**config.mk**
```make
export PLATFORM = sky130hd
export DESIGN_NAME = rx_status_flags
export DESIGN_NICKNAME = d
export VERILOG_FILES = /design/src/rtl/rxsf_pkg.sv /design/src/rtl/rxsf_sync.sv /design/src/rtl/rxsf_flag.sv /design/src/rtl/rxsf_brk_det.sv /design/src/rtl/rx_status_flags.sv
export SDC_FILE = /design/constraint.sdc
export NUM_CORES = 1
export LEC_CHECK = 0
export BUFFER_PORTS_ARGS = -buffer_cell sky130_fd_sc_hd__buf_2
export CORE_AREA = 4 4 44 46
export CTS_CLUSTER_SIZE = 16
export DETAILED_ROUTE_END_ITERATION = 12
export DIE_AREA = 0 0 48 50
export GPL_ROUTABILITY_DRIVEN = 0
export PLACE_DENSITY = 0.78
export REMOVE_ABC_BUFFERS = 1
export SLEW_MARGIN = 20
export SYNTH_ARGS = -nofsm -noshare
export SYNTH_HDL_FRONTEND = slang
export SYNTH_SLANG_ARGS = --single-unit
```
**constraint.sdc**
```tcl
create_clock -name clk -period 1.7 [get_ports clk]
set_input_delay 0.255 -clock clk [delete_from_list [all_inputs] [get_ports clk]]
set_output_delay 0.255 -clock clk [all_outputs]
set_load 0.03 [all_outputs]
```
**src/rtl/rxsf_pkg.sv**
```systemverilog
package rxsf_pkg;
  localparam int STS_W  = 8;
  // status byte 1 bit positions
  localparam int S1_PE  = 0;
  localparam int S1_FE  = 1;
  localparam int S1_RDF = 5;
  // status byte 2 bit positions
  localparam int S2_ACT = 0;
  localparam int S2_BRK = 1;
  // internal flag vector indices
  localparam int NFLG   = 3;
  localparam int F_PE   = 0;
  localparam int F_FE   = 1;
  localparam int F_RDF  = 2;

  typedef struct packed {
    logic done;
    logic zero;
    logic stop;
    logic perr;
    logic bit9;
  } frame_t;
endpackage

```
**src/rtl/rxsf_sync.sv**
```systemverilog
module rxsf_sync #(
  parameter int   STAGES  = 2,
  parameter logic RST_VAL = 1'b1
) (
  input  logic clk,
  input  logic rst,
  input  logic d,
  output logic q
);
  logic [STAGES-1:0] sr;

  always_ff @(posedge clk) begin
    if (rst) begin
      sr <= {STAGES{RST_VAL}};
    end else begin
      sr[0] <= d;
      for (int i = 1; i < STAGES; i++) sr[i] <= sr[i-1];
    end
  end

  assign q = sr[STAGES-1];
endmodule

```
**src/rtl/rxsf_flag.sv**
```systemverilog
module rxsf_flag (
  input  logic clk,
  input  logic rst,
  input  logic set,
  input  logic arm_rd,
  input  logic clr_rd,
  output logic flag
);
  logic armed;

  // priority: new event > completing clear > arming read
  always_ff @(posedge clk) begin
    if (rst) begin
      flag  <= 1'b0;
      armed <= 1'b0;
    end else if (set) begin
      flag  <= 1'b1;
      armed <= 1'b0;
    end else if (clr_rd && armed) begin
      flag  <= 1'b0;
      armed <= 1'b0;
    end else if (arm_rd && flag) begin
      armed <= 1'b1;
    end
  end
endmodule

```
**src/rtl/rxsf_brk_det.sv**
```systemverilog
module rxsf_brk_det (
  input  logic clk,
  input  logic rst,
  input  logic rxd_s,
  input  logic frm_done,
  input  logic frm_zero,
  input  logic frm_stop,
  output logic brk_evt,
  output logic brk_set,
  output logic rx_act
);
  logic rxd_d;
  logic armed;

  assign brk_evt = frm_done & frm_zero & ~frm_stop;
  assign brk_set = brk_evt & armed;

  always_ff @(posedge clk) begin
    if (rst) begin
      rxd_d  <= 1'b1;
      armed  <= 1'b1;
      rx_act <= 1'b0;
    end else begin
      rxd_d <= rxd_s;
      if (brk_evt)    armed <= 1'b0;
      else if (rxd_s) armed <= 1'b1;
      if (rxd_d && !rxd_s) rx_act <= 1'b1;
      else if (frm_done)   rx_act <= 1'b0;
    end
  end
endmodule

```
**src/rtl/rx_status_flags.sv**
```systemverilog
module rx_status_flags
  import rxsf_pkg::*;
#(
  parameter int SYNC_STAGES = 2
) (
  input  logic             clk,
  input  logic             rst,
  input  logic             frm_done,
  input  logic             frm_zero,
  input  logic             frm_stop,
  input  logic             frm_par_err,
  input  logic             frm_bit9,
  input  logic             rxd,
  input  logic             rd_sts1,
  input  logic             rd_sts2,
  input  logic             rd_data,
  input  logic             mode9,
  input  logic             par_ie,
  output logic [STS_W-1:0] sts1_q,
  output logic [STS_W-1:0] sts2_q,
  output logic             bit9_q,
  output logic             par_irq
);
  frame_t          frm;
  logic            rxd_s;
  logic            brk_evt;
  logic            brk_set;
  logic            rx_act;
  logic            brk_flag;
  logic [NFLG-1:0] f_set;
  logic [NFLG-1:0] f_q;

  assign frm = '{done: frm_done, zero: frm_zero, stop: frm_stop,
                 perr: frm_par_err, bit9: frm_bit9};

  rxsf_sync #(.STAGES(SYNC_STAGES), .RST_VAL(1'b1)) u_sync (
    .clk(clk), .rst(rst), .d(rxd), .q(rxd_s)
  );

  rxsf_brk_det u_brk (
    .clk(clk), .rst(rst), .rxd_s(rxd_s),
    .frm_done(frm.done), .frm_zero(frm.zero), .frm_stop(frm.stop),
    .brk_evt(brk_evt), .brk_set(brk_set), .rx_act(rx_act)
  );

  always_comb begin
    f_set        = '0;
    f_set[F_PE]  = frm.done & frm.perr;
    f_set[F_FE]  = frm.done & ~frm.stop;
    f_set[F_RDF] = frm.done;
  end

  for (genvar g = 0; g < NFLG; g++) begin : g_s1
    rxsf_flag u_flag (
      .clk(clk), .rst(rst), .set(f_set[g]),
      .arm_rd(rd_sts1), .clr_rd(rd_data), .flag(f_q[g])
    );
  end

  rxsf_flag u_brk_flag (
    .clk(clk), .rst(rst), .set(brk_set),
    .arm_rd(rd_sts2), .clr_rd(rd_data), .flag(brk_flag)
  );

  always_ff @(posedge clk) begin
    if (rst)                    bit9_q <= 1'b0;
    else if (frm.done && mode9) bit9_q <= brk_evt ? 1'b0 : frm.bit9;
  end

  always_comb begin
    sts1_q         = '0;
    sts1_q[S1_PE]  = f_q[F_PE];
    sts1_q[S1_FE]  = f_q[F_FE];
    sts1_q[S1_RDF] = f_q[F_RDF];
    sts2_q         = '0;
    sts2_q[S2_ACT] = rx_act;
    sts2_q[S2_BRK] = brk_flag;
  end

  assign par_irq = f_q[F_PE] & par_ie;
endmodule

```
# Word-level counts from Yosys, hierarchy flattened
# Cells that the tools add are included.
# op_classes
add_sub_neg,0
multipliers,0
div_mod_pow,0
n_lt_le_gt_ge,0
eq_ne,0
n_shift,0
mux,13
bitwise_logic,7
n_reduce_logical,21
# op_table
op,n
1-bit two-way mux,13
2-bit nonzero test,6
3-bit OR reduction,4
1-bit logical AND,10
1-bit bitwise AND,6
1-bit zero test,1
1-bit NOT,1
# totals
register_bits,14
latch_bits,0
ramBits,0
mem_bits_ro,0
inputBits,13
output_inout_bits,18
word_cells,54
memories,0

# Longest topological paths before layout
# depth
ltp_word,4
depth_mapped,3
ltp_nobuf,2

# Modules after synthesis
# A second synthesis with hierarchy kept.
# hier_totals
hier_cells,64
hier_area_um2,713.2
# modules_own_cells
module,instances,cells_per_inst,area_per_inst_um2,seq_area_each_um2
rxsf_flag,4,7,96.3,40.0
rx_status_flags,1,21,163.9,20.0
rxsf_brk_det,1,11,111.4,60.1
rxsf_sync,1,4,52.6,40.0

# Worst setup path after synthesis
# Ideal clock, no wire load.
# synth_path
path_type,reg2out
startpoint,reg g_s1[0].u_flag.flag
endpoint,out par_irq
arrival_ns,0.623
required_time_ns,1.445
setup_slack_ns,0.822
path_stages_with_launch,2
n_path_buf,0
cell_sequence,dfxtp_1 > and2_1
# synth_via
elab_chain_cells,1
# synth_lines
item,line,rtl
from (decl),rxsf_flag.sv:7,output logic flag
from (signal assigned),rxsf_flag.sv:14,flag <= 1'b0;
from (signal assigned),rxsf_flag.sv:17,flag <= 1'b1;
from (signal assigned),rxsf_flag.sv:20,flag <= 1'b0;
1-bit bitwise AND,rx_status_flags.sv:80,assign par_irq = f_q[F_PE] & par_ie;
to (decl),rx_status_flags.sv:22,output logic par_irq
# Every way passes these cells.

# Worst setup path after layout
# Ends and elaborated chain as after synthesis.

==> flow_summary.yaml <==
grt:
  grt_pass1_vias: 425
  antenna_found_initial: 0
  grt_overflow: 0
  grt_pass1_wl_mm: 1.73
  grt_max_degree: 13
  grtUsageTotal: 0.107
cells_and_area:
  diodes: 0
  num-fill-cells: 142
  drive_gt1_frac: 0.372
  syn_to_final_growth_pct: 6.47
  fin_nets: 100
  fin_cells: 102
synth:
  synth_cell_type_count: 25
  syn_inst: 71
  synth.avg_cell_area_sq_um: 10.1
  yosysSeqAreaShare: 0.392
  synth_warnings: 0
  ys_ff_latch: 14
  synth_area_sq_um: 716
drt:
  vias: 487
  wirelength_mm: 1.14
  ant_nets: 0
  avgRoutedWirePerCell_um: 11.2
  avgViaCountPerCell: 4.77
  dr.first_iter.drc_count: 8
  drtPass1Iterations: 4
  drc: 0
floorplanning:
  die_x_um: 48
  ioPinCount: 31
  start_util: 0.475
  placementRows: 14
  coreArea_sq_um: 1510
  die_h_um: 50
  dieArea_sq_um: 2400
clock_network:
  cts.clk_slew.worst_paths_ns: 0.08
  root_buffer: "clkbuf_4"
  tritoncts: "done"
  clk_path_buf_depth: 2
  cts-resized-gates: 0
  numCtsBuffers: 3
  cts_num_sinks: 14
  cts_hold_buf: 0
  cts_post_setup_buffers_inserted: 0
  insertion_delay_ns: 0.28
  htreeDepth: 1
critical_path:
  arrival_ns: 0.94
  path_max_fanout: 4
  required_ns: 1.44
  cp-start-kind: "flip-flop"
  endpoint_kind: "output pin"
  crit_type: "flip-flop to output pin"
placed_design:
  io_buffers: 19
  dp.cells: 98
  place_hpwl_um: 883
sta:
  final.period_utilization: 0.705
  skew_ns: 0.00146
  fin_crit_ns: 1.20
  fmaxAchievable_mhz: 834
  rsz0062_at_grt: "false"
  finalHoldViolCount: 0
  setup_viol: 0
  tns_ns: 0
  slew_viol_final: 0
job:
  drv_cap: 0
worst_hold_path:
  min_path_type: "input port to flip-flop"
run_status:
  run_status: "complete, no violations"
power:
  p_per_area_nw_per_um2: 923
  power.leakage_nw: 0.365
  peakVddDrop_mv: 0.486
## worst max-delay path: stages, from the launching register on
cell     delay [ns]
dfxtp_1        0.36
and2_1         0.12
buf_2          0.19
## cells by family after synthesis
logic type,share of synthesized area
AO/OA/AOI/OAI,0.191
buffers and inverters,0.205
flip-flops,0.392
other,0.00524
AND/OR/NAND/NOR,0.208
## stage by stage
stage	power (W)	hold slack, ns	worst slack (ns)	area (sq um)	utilization
3_3_place_gp	0.000474	0.387	0.796	726	0.482
6_report	0.000703	0.152	0.501	762	0.506
2_1_floorplan	0.000438	0.320	0.589	611	-
5_1_grt	0.000742	0.139	0.434	762	0.506
3_5_place_dp	0.000476	0.399	0.791	726	0.482
4_1_cts	0.000716	0.140	0.476	762	0.506
## placed cells by master (no fill, tap or decap), drive strengths merged
| master | instances |
|---|---|
| o21ai | 1 |
| inv | 1 |
| o211a | 2 |
| o2bb2ai | 1 |
| a21oi | 4 |
| and2 | 1 |
| a221oi | 1 |
| a21boi | 1 |
| clkbuf | 4 |
| and3b | 3 |
| o21a | 1 |
| nand4b | 2 |
| dfxtp | 14 |
| buf | 19 |
| nand3b | 2 |
| nor2 | 1 |
| conb | 11 |
| nand2b | 5 |
| a211oi | 1 |
| a21bo | 3 |
| nor2b | 3 |
| nand2 | 2 |
| or2 | 3 |
## synthesized netlist by cell type
library cell / number / area [sq um]
buf_4: 16 / 120
dfxtp_1: 14 / 280
nand2b_1: 5 / 31.3
a21oi_1: 4 / 20.0
a21bo_2: 3 / 30.0
nor2b_1: 3 / 18.8
and3b_1: 2 / 17.5
buf_6: 2 / 22.5
nand2_1: 2 / 7.51
nand3b_1: 2 / 15.0
nand4b_1: 2 / 17.5
o211a_1: 2 / 20.0
or2_1: 2 / 12.5
a211oi_2: 1 / 12.5
a21boi_0: 1 / 7.51
a221oi_2: 1 / 15.0
and2_1: 1 / 6.26
and3b_4: 1 / 12.5
conb_1: 1 / 3.75
inv_1: 1 / 3.75
nor2_1: 1 / 3.75
o21a_1: 1 / 7.51
o21ai_2: 1 / 8.76
o2bb2ai_2: 1 / 15.0
or2_2: 1 / 6.26
## worst paths after layout
path | slack [ns] | start | end | cells past startpoint
setup / recovery | 0.50 | g_s1[0].u_flag.flag$_SDFFE_PP0P_ | par_irq | 2
hold / removal | 0.15 | rxd | u_sync.sr[0]$_SDFF_PP1_ | 2
hold reg to reg | 0.41 | u_sync.sr[0]$_SDFF_PP1_ | u_sync.sr[1]$_SDFF_PP1_ | 1
setup reg to reg | 0.86 | u_brk_flag.armed$_SDFFE_PP0P_ | u_brk_flag.armed$_SDFFE_PP0P_ | 2
## final cells by class
cell class	count	area, sq um	area share
multi-input combinational	48	327	0.429
timing repair buffer	19	95.1	0.125
inverter	1	3.75	0.00493
tap	16	20.0	0.0263
clock buffer	4	36.3	0.0476
sequential	14	280	0.368
## sequential cells by signal (all words and copies together) (netlist names)
name,count
g_s1.u_flag.armed,3
u_brk.rx_act,1
bit9_q,1
u_brk.rxd_d,1
u_brk.armed,1
u_brk_flag.flag,1
u_brk_flag.armed,1
g_s1.u_flag.flag,3
u_sync.sr,2
## where the power goes
part / internal (W) / switching (W)
clock network: 0.000130 / 0.000105
registers: 0.000342 / 0.00000737
logic: 0.0000382 / 0.0000806
## layer usage
metal | track usage | vias up | share of wire
li1 | - | 243 | -
met3 | 0.0473 | 4 | 0.13
met4 | 0.0942 | 0 | 0.021
met2 | 0.148 | 26 | 0.44
met1 | 0.118 | 214 | 0.41
met5 | 0 | - | 0
Note: power is estimated with default switching activity, not from simulation.
